===== config.mk =====
export PLATFORM = sky130hd
export DESIGN_NAME = adc_result_lock
export DESIGN_NICKNAME = d
export VERILOG_FILES = /design/src/rtl/adc_res_pkg.sv /design/src/rtl/adc_res_decode.sv /design/src/rtl/adc_res_store.sv /design/src/rtl/adc_res_align.sv /design/src/rtl/adc_result_lock.sv
export SDC_FILE = /design/constraint.sdc
export NUM_CORES = 1
export LEC_CHECK = 0
export BUFFER_PORTS_ARGS = -buffer_cell sky130_fd_sc_hd__buf_4
export CAP_MARGIN = 0
export CELL_PAD_IN_SITES_DETAIL_PLACEMENT = 0
export CELL_PAD_IN_SITES_GLOBAL_PLACEMENT = 2
export CORE_AREA = 5 5 56 58
export CTS_BUF_LIST = sky130_fd_sc_hd__clkbuf_16
export DETAILED_ROUTE_END_ITERATION = 10
export DIE_AREA = 0 0 61 63
export GPL_TIMING_DRIVEN = 0
export PLACE_DENSITY_LB_ADDON = 0.2
export REMOVE_ABC_BUFFERS = 1
export SLEW_MARGIN = 0
export SYNTH_ARGS = -nofsm -noshare
export SYNTH_HDL_FRONTEND = slang
export SYNTH_SLANG_ARGS = --single-unit

===== constraint.sdc =====
create_clock -name clk_i -period 1.65 [get_ports clk_i]
set_clock_uncertainty 0.2 [all_clocks]
set_input_delay 0.4125 -clock clk_i [delete_from_list [all_inputs] [get_ports clk_i]]
set_output_delay 0.4125 -clock clk_i [all_outputs]
set_load 0.03 [all_outputs]

===== src/rtl/adc_res_pkg.sv =====
package adc_res_pkg;
  localparam int unsigned RES_W  = 10;
  localparam int unsigned BYTE_W = 8;

  typedef enum logic {
    SEL_LO = 1'b0,
    SEL_HI = 1'b1
  } byte_sel_e;
endpackage


===== src/rtl/adc_res_decode.sv =====
module adc_res_decode (
  input  logic bus_req_i,
  input  logic bus_we_i,
  input  logic bus_addr_i,
  output logic rd_lo_o,
  output logic rd_hi_o
);
  import adc_res_pkg::*;

  logic rd_any;

  // writes never touch the register pair
  assign rd_any  = bus_req_i && !bus_we_i;
  assign rd_lo_o = rd_any && (bus_addr_i == SEL_LO);
  assign rd_hi_o = rd_any && (bus_addr_i == SEL_HI);
endmodule


===== src/rtl/adc_res_store.sv =====
module adc_res_store #(
  parameter int unsigned RES_W = 10
) (
  input  logic             clk_i,
  input  logic             rst_ni,
  input  logic             conv_done_i,
  input  logic [RES_W-1:0] conv_result_i,
  input  logic             rd_lo_i,
  input  logic             rd_hi_i,
  output logic [RES_W-1:0] result_o,
  output logic             locked_o
);
  logic [RES_W-1:0] res_q;
  logic             lock_q, lock_d, take;

  // a low read freezes the pair from its own cycle on
  assign take = conv_done_i && !lock_q && !rd_lo_i;

  always_comb begin
    lock_d = lock_q;
    if (rd_hi_i)      lock_d = 1'b0;
    else if (rd_lo_i) lock_d = 1'b1;
  end

  always_ff @(posedge clk_i or negedge rst_ni) begin
    if (!rst_ni) begin
      res_q  <= '0;
      lock_q <= 1'b0;
    end else begin
      lock_q <= lock_d;
      if (take) res_q <= conv_result_i;
    end
  end

  assign result_o = res_q;
  assign locked_o = lock_q;


  take_chk: assert property (@(posedge clk_i) disable iff (!rst_ni)
    (conv_done_i && !lock_q && !rd_lo_i) |=> (res_q == $past(conv_result_i)));


  frozen_chk: assert property (@(posedge clk_i) disable iff (!rst_ni)
    lock_q |=> $stable(res_q));


  lock_set_chk: assert property (@(posedge clk_i) disable iff (!rst_ni)
    rd_lo_i |=> lock_q);


  unlock_chk: assert property (@(posedge clk_i) disable iff (!rst_ni)
    rd_hi_i |=> !lock_q);


  same_cycle_drop_chk: assert property (@(posedge clk_i) disable iff (!rst_ni)
    rd_lo_i |=> $stable(res_q));


  lock_idle_chk: assert property (@(posedge clk_i) disable iff (!rst_ni)
    (!rd_lo_i && !rd_hi_i) |=> $stable(lock_q));
endmodule


===== src/rtl/adc_res_align.sv =====
module adc_res_align #(
  parameter int unsigned RES_W  = 10,
  parameter int unsigned BYTE_W = 8
) (
  input  logic [RES_W-1:0]  value_i,
  input  logic              left_adj_i,
  input  logic              sel_hi_i,
  output logic [BYTE_W-1:0] byte_o
);
  localparam int unsigned PAIR_W = 2 * BYTE_W;
  localparam int unsigned PAD_W  = PAIR_W - RES_W;

  logic [PAIR_W-1:0] pair;

  generate
    if (PAD_W == 0) begin : g_full
      assign pair = value_i;
    end else begin : g_pad
      // pad to the right for left alignment, to the left otherwise
      assign pair = left_adj_i ? {value_i, {PAD_W{1'b0}}}
                               : {{PAD_W{1'b0}}, value_i};
    end
  endgenerate

  assign byte_o = sel_hi_i ? pair[PAIR_W-1:BYTE_W] : pair[BYTE_W-1:0];
endmodule


===== src/rtl/adc_result_lock.sv =====
module adc_result_lock #(
  parameter int unsigned RES_W  = adc_res_pkg::RES_W,
  parameter int unsigned BYTE_W = adc_res_pkg::BYTE_W
) (
  input  logic              clk_i,
  input  logic              rst_ni,
  input  logic              conv_done_i,
  input  logic [RES_W-1:0]  conv_result_i,
  input  logic              left_adj_i,
  input  logic              bus_req_i,
  input  logic              bus_we_i,
  input  logic              bus_addr_i,
  output logic [BYTE_W-1:0] rd_data_o
);
  import adc_res_pkg::*;

  localparam int unsigned PAD_W = 2 * BYTE_W - RES_W;

  logic             rd_lo, rd_hi, locked;
  logic [RES_W-1:0] stored;

  adc_res_decode i_decode (
    .bus_req_i  (bus_req_i),
    .bus_we_i   (bus_we_i),
    .bus_addr_i (bus_addr_i),
    .rd_lo_o    (rd_lo),
    .rd_hi_o    (rd_hi)
  );

  adc_res_store #(.RES_W(RES_W)) i_store (
    .clk_i         (clk_i),
    .rst_ni        (rst_ni),
    .conv_done_i   (conv_done_i),
    .conv_result_i (conv_result_i),
    .rd_lo_i       (rd_lo),
    .rd_hi_i       (rd_hi),
    .result_o      (stored),
    .locked_o      (locked)
  );

  adc_res_align #(.RES_W(RES_W), .BYTE_W(BYTE_W)) i_align (
    .value_i    (stored),
    .left_adj_i (left_adj_i),
    .sel_hi_i   (bus_addr_i == SEL_HI),
    .byte_o     (rd_data_o)
  );


  hi_read_frozen_chk: assert property (@(posedge clk_i) disable iff (!rst_ni)
    (locked && rd_hi) |=> $stable(stored));

  generate
    if (PAD_W > 0) begin : g_pad_chk

      left_pad_chk: assert property (@(posedge clk_i) disable iff (!rst_ni)
        (left_adj_i && bus_addr_i == SEL_LO) |-> (rd_data_o[PAD_W-1:0] == '0));

      right_pad_chk: assert property (@(posedge clk_i) disable iff (!rst_ni)
        (!left_adj_i && bus_addr_i == SEL_HI) |-> (rd_data_o[BYTE_W-1:BYTE_W-PAD_W] == '0));
    end
  endgenerate
endmodule


==> results.sh, run 1 <==
export IMPL_synthToLayoutAreaGrowth_pct=64.0
export IMPL_die_w_um=61
export IMPL_die_area_mm2=0.00384
export IMPL_leakagePower_nw=0.472
export IMPL_critical_path_class="reg -> out"
export IMPL_dp_cells=97
export IMPL_pwr_share_clk=0.365
export IMPL_required_ps=1040
export IMPL_synthMuxAreaShare=0.282
export IMPL_cts_buffers=3
export IMPL_remaining_drc_errors=0
export IMPL_clk_latency_ps=230
export IMPL_synth_top_family_by_area="multiplexers"
export IMPL_initialDrtViolationCount=0
export IMPL_crit_path_cell_trace="mux2i_2 -> o22ai_2 -> buf_6"
export IMPL_synth_cell_types=16
export IMPL_synth_xor_area_share=0
export IMPL_path_buf_inv=1
export IMPL_portBuffers=24
export IMPL_switching_power_mw=0.312
export IMPL_cpPeakStageDelay_ps=380
export IMPL_highest_layer="met4"
export IMPL_cpLargestDelayFamily="flip-flops"
export IMPL_met1Wirelength_um=682
export IMPL_syn_inst=45
export IMPL_ys_seq_area_frac=0.455
export IMPL_via_count=463
export IMPL_period_share=1.04
export IMPL_wl_per_cell_um=13.8
export IMPL_core_area_mm2=0.00262
export IMPL_clock_sinks=11
export IMPL_hold_class="in -> reg"
export IMPL_ant_nets=0
export IMPL_relSlewSlack=0.859
export IMPL_cp_end_kind="output pin"
export IMPL_total_power_mw=1.18
export IMPL_p_seq_frac=0.313
export IMPL_ios=25
export IMPL_ir_worst_vdd_mv=0.579
export IMPL_fmax_mhz=585
export IMPL_layout_drive_gt1_share=0.653
export IMPL_post_place_ws_ps=-629
export IMPL_crit_slowest_cell="dfrtp_1"
export IMPL_synth_seq_cells=11
export IMPL_cts_root_buf="clkbuf_16"
export IMPL_vias_per_cell=4.37
export IMPL_cts_tree="built"
export IMPL_route_met2_wl_um=607
export IMPL_htreeDepth=1
export IMPL_period_needed_ps=1710
export IMPL_grt_max_degree=12
export IMPL_critPathMaxFanout=2
export IMPL_final_max_slew_violation_count=0
export IMPL_p_int_mw=0.864
export IMPL_nets=93
export IMPL_status="finished with violations"
export IMPL_hpwl_um=1090
export IMPL_tightest_slew_ps=207
export IMPL_cts_clk_slew_worst_paths_ps=40
export IMPL_yosys_area_share_simple=0.106
export IMPL_wl_met3_um=148
export IMPL_rows=19
export IMPL_grt_usage=0.0822
export IMPL_dieHeight_um=63
export IMPL_grt_first_pass_wirelength_um=2300
export IMPL_r2r_start="i_store.locked_o"
export IMPL_swShare=0.265
export IMPL_failed_checks="negative setup slack"
export IMPL_final_cells=106
export IMPL_rsz0062_at_grt="true"
export IMPL_clockBufferDepth=2
export IMPL_start_util=0.231
export IMPL_crit_start="i_store.result_o[9]"
export IMPL_setup_viol=8
export IMPL_gp_congestion=0.629
export IMPL_layout_setup_ws_ps=-59.3
export IMPL_cp_arrival_ps=1100
export IMPL_antenna_found_initial=0
export IMPL_hold_violations=0
export IMPL_cp_start_kind="flop"
export IMPL_grt_pass1_vias=509
export IMPL_combPwrFrac=0.322
export IMPL_postSynthAreaPerCell_um2=13.4
export IMPL_min_delay_start="conv_result_i[8]"
export IMPL_maxCapViolations=0
export IMPL_yosysWarningCount=0
export IMPL_power_density_mw_per_mm2=1190
export IMPL_utilization=0.379
export IMPL_synth_adder_area_share=0
export IMPL_postRouteWirelength_um=1460
export IMPL_first_pass_iters=1
export IMPL_synth_compound_area_frac=0.108
export IMPL_grt_ovfl_total=0
export IMPL_syn_area_um2=604
export IMPL_n_antenna_cell=0
==> placed cells by master, fill, tap and decap left out <==
cell           netlist  routed
a21o_2               1       1
a22o_1               4       4
and2_4               0       1
buf_12               0       1
buf_4                0      20
buf_6                2       5
buf_8                0       2
clkbuf_16            0       3
dfrtp_1             11      11
dlygate4sd3_1        0       1
inv_1                1       2
mux2_4              10      10
mux2i_2              0       2
nand2_1              4       4
nand2b_1             1       1
nor2_4               0       1
nor3b_4              1       2
o21ai_1              0       3
o22ai_2              0       1
==> state kept, by name, summed over array words and instances, names as in the netlist <==
name              count
i_store.locked_o      1
i_store.result_o     10
==> through the flow <==
| stage | instance area, um^2 | TNS (ps) | hold WS [ps] |
|---|---|---|---|
| finish | 991 | -235 | 205 |
| global route | 991 | -455 | 197 |
| CTS | 970 | -252 | 202 |
| detailed placement | 797 | -7380 | 57.8 |
| global placement | 797 | -7210 | 55.6 |
| floorplan | 578 | -3210 | -83.1 |
==> cells by family after synthesis <==
family / after synthesis
compound gates: 9
buf+inv: 4
flops: 11
simple gates: 9
mux: 12
==> final timing paths <==
path	endpoint	slack (ps)	cells after the start
max in group asynchronous	i_store.result_o[5]	740	2
worst min register to register	i_store.result_o[2]	340	1
worst min-delay path	i_store.result_o[8]	200	2
worst max-delay path	rd_data_o[7]	-60	3
min in group asynchronous	i_store.locked_o	360	2
worst max register to register	i_store.result_o[9]	230	3
==> power by group through the flow <==
stage,clock (mW),combinational [mW],sequential [mW]
floorplan,0,0.207,0.357
global placement,0,0.312,0.369
detailed placement,0,0.313,0.369
CTS,0.443,0.366,0.367
global route,0.469,0.401,0.375
finish,0.429,0.379,0.368
==> worst reg2reg max path, stage by stage, from the launching register on <==
cell     delay, ps
dfrtp_1        400
nor3b_4        220
buf_12         180
mux2_4         310
==> per-layer routing <==
metal / global-route usage / vias to the layer above
met3: 0.0434 / 3
li1: - / 220
met4: 0.0244 / 0
met1: 0.107 / 219
met5: 0 / -
met2: 0.116 / 21
==> synthesized netlist by cell type <==
library cell | n | area share
nand2b_1 | 1 | 0.010
and2_2 | 1 | 0.012
nand2_1 | 4 | 0.025
buf_6 | 2 | 0.037
o22ai_1 | 1 | 0.010
clkbuf_1 | 1 | 0.0062
nor2_1 | 1 | 0.0062
mux2i_1 | 2 | 0.033
a21o_2 | 1 | 0.014
mux2_4 | 10 | 0.25
nor3b_2 | 1 | 0.021
o21ai_0 | 3 | 0.025
nor3b_4 | 1 | 0.031
a22o_1 | 4 | 0.058
dfrtp_1 | 11 | 0.46
inv_1 | 1 | 0.0062
==> timing repair <==
action / 4_1_cts / 5_1_grt
gates resized for setup: 16 / 3
setup endpoints to repair: 18 / 8
hold buffers: 1 / 0
pin swaps: 7 / 2
hold endpoints to repair: 11 / 0
setup buffers: 3 / 1
==> final cells by class <==
cell class                 instances  area [um^2]
fill                             277         1620
multi-input combinational         30          328
sequential                        11          275
timing repair buffer              29          267
clock buffer                       3         75.1
tap                               31         38.8
clock inverter                     1         3.75
inverter                           1         3.75
(Power assumes the default switching activity.)
==> run 2, diff against run 1 <==
--- a/config.mk
+++ b/config.mk
@@ -5,7 +5,7 @@
 export SDC_FILE = /design/constraint.sdc
 export NUM_CORES = 1
 export LEC_CHECK = 0
-export BUFFER_PORTS_ARGS = -buffer_cell sky130_fd_sc_hd__buf_4
+export BUFFER_PORTS_ARGS = -buffer_cell sky130_fd_sc_hd__buf_2
 export CAP_MARGIN = 0
 export CELL_PAD_IN_SITES_DETAIL_PLACEMENT = 0
 export CELL_PAD_IN_SITES_GLOBAL_PLACEMENT = 2
==> results.sh, run 2 (synthesis gave the netlist of run 1 again) <==
export IMPL_power_density_mw_per_mm2=1220
export IMPL_hpwl_um=1120
export IMPL_largest_register_ffs=10
export IMPL_wl_per_cell_um=13.3
export IMPL_initialDrtViolationCount=8
export IMPL_cts_root_buf="clkbuf_16"
export IMPL_failed_checks="negative setup slack"
export IMPL_fmax_mhz=589
export IMPL_cts_tree="built"
export IMPL_setup_viol=8
export IMPL_ant_nets=0
export IMPL_cts_clk_slew_worst_paths_ps=40
export IMPL_post_place_ws_ps=-634
export IMPL_first_pass_iters=4
export IMPL_dp_cells=97
export IMPL_layout_setup_ws_ps=-49.1
export IMPL_clock_sinks=11
export IMPL_final_max_slew_violation_count=0
export IMPL_dieHeight_um=63
export IMPL_period_share=1.03
export IMPL_n_antenna_cell=0
export IMPL_maxCapViolations=0
export IMPL_grt_pass1_vias=491
export IMPL_final_cells=108
export IMPL_die_w_um=61
export IMPL_relSlewSlack=0.826
export IMPL_core_area_mm2=0.00262
export IMPL_vias_per_cell=4.16
export IMPL_fill_cells=279
export IMPL_final_common_cell="buf_2"
export IMPL_cts_buffers=3
export IMPL_status="finished with violations"
export IMPL_portBuffers=24
export IMPL_required_ps=1040
export IMPL_cp_end_kind="output pin"
export IMPL_grt_ovfl_total=0
export IMPL_postRouteWirelength_um=1440
export IMPL_ir_worst_vdd_mv=0.741
export IMPL_ios=25
export IMPL_tightest_slew_ps=261
export IMPL_rsz0062_at_grt="true"
export IMPL_r2r_setup_slack_ps=240
export IMPL_rows=19
export IMPL_gp_congestion=0.644
export IMPL_grt_usage=0.0818
export IMPL_htreeDepth=1
export IMPL_final_cell_mix="14 x buf_2, 11 x dfrtp_1, 10 x mux2_4"
export IMPL_utilization=0.369
export IMPL_die_area_mm2=0.00384
export IMPL_grt_max_degree=12
export IMPL_cp_arrival_ps=1090
export IMPL_cp_start_kind="flop"
export IMPL_antenna_found_initial=0
export IMPL_clockBufferDepth=2
export IMPL_fin_tns_setup_ps=-167
export IMPL_period_needed_ps=1700
export IMPL_synthToLayoutAreaGrowth_pct=59.8
export IMPL_layout_drive_gt1_share=0.649
export IMPL_nets=95
export IMPL_leakagePower_nw=0.469
export IMPL_critPathMaxFanout=2
export IMPL_grt_first_pass_wirelength_um=2280
export IMPL_remaining_drc_errors=0
export IMPL_hold_class="in -> reg"
export IMPL_start_util=0.231
export IMPL_hold_violations=0
export IMPL_clk_latency_ps=230
export IMPL_critical_path_class="reg -> out"
export IMPL_via_count=449
## run 2: cell type report
cell class,count,area (um^2),area share
multi-input cells,30,322,0.333
flip-flops and latches,11,275,0.285
repair buffers,31,248,0.256
clock buffers,3,75.1,0.0777
well taps,31,38.8,0.0402
clock inverters,1,3.75,0.00389
inverters,1,3.75,0.00389
## run 2: layer usage
layer,vias to the layer above,global-route usage,part of all wire
li1,224,-,-
met1,205,0.110,0.45
met2,20,0.108,0.43
met3,0,0.0620,0.12
met4,0,0.00813,0
met5,-,0,0
## run 2: critical path, cell delays in order, from the launching register on
cell and delay (ps):
dfrtp_1 380, mux2i_2 190, o22ai_1 110, buf_4 170
## run 2: path summary, 6_finish.rpt
kind	startpoint	end	cells after the start
worst max register to register	i_store.locked_o	i_store.result_o[3]	3
min in group asynchronous	rst_ni	i_store.result_o[1]	2
worst min-delay path	conv_result_i[5]	i_store.result_o[5]	2
worst min register to register	i_store.result_o[1]	i_store.result_o[1]	1
worst max-delay path	i_store.result_o[9]	rd_data_o[7]	3
max in group asynchronous	rst_ni	i_store.result_o[6]	2
## run 2: where the power goes
group / switching, mW / internal (mW) / total [mW] / leakage (nW)
Sequential: 0.0439 / 0.326 / 0.370 / 0.129
Combinational: 0.157 / 0.220 / 0.376 / 0.297
Clock: 0.114 / 0.318 / 0.432 / 0.0423
Total: 0.315 / 0.863 / 1.18 / 0.469
## run 2: metrics by stage
| stage | total power, mW | hold WS (ps) | instance area, um^2 |
|---|---|---|---|
| final | 1.18 | 204 | 966 |
| after global placement | 0.651 | 98.0 | 737 |
| after CTS | 1.18 | 202 | 947 |
| after global routing | 1.25 | 199 | 966 |
| after floorplan | 0.564 | -83.1 | 578 |
| after detailed placement | 0.654 | 102 | 737 |
## run 2: repair_timing
item                                    in CTS  in global routing
setup buffers                                4                  2
hold endpoints to repair                    11                  0
endpoints found under the setup margin      18                  8
pin swaps                                    7                  1
gates resized for setup                     27                  1
hold buffers                                 1                  0
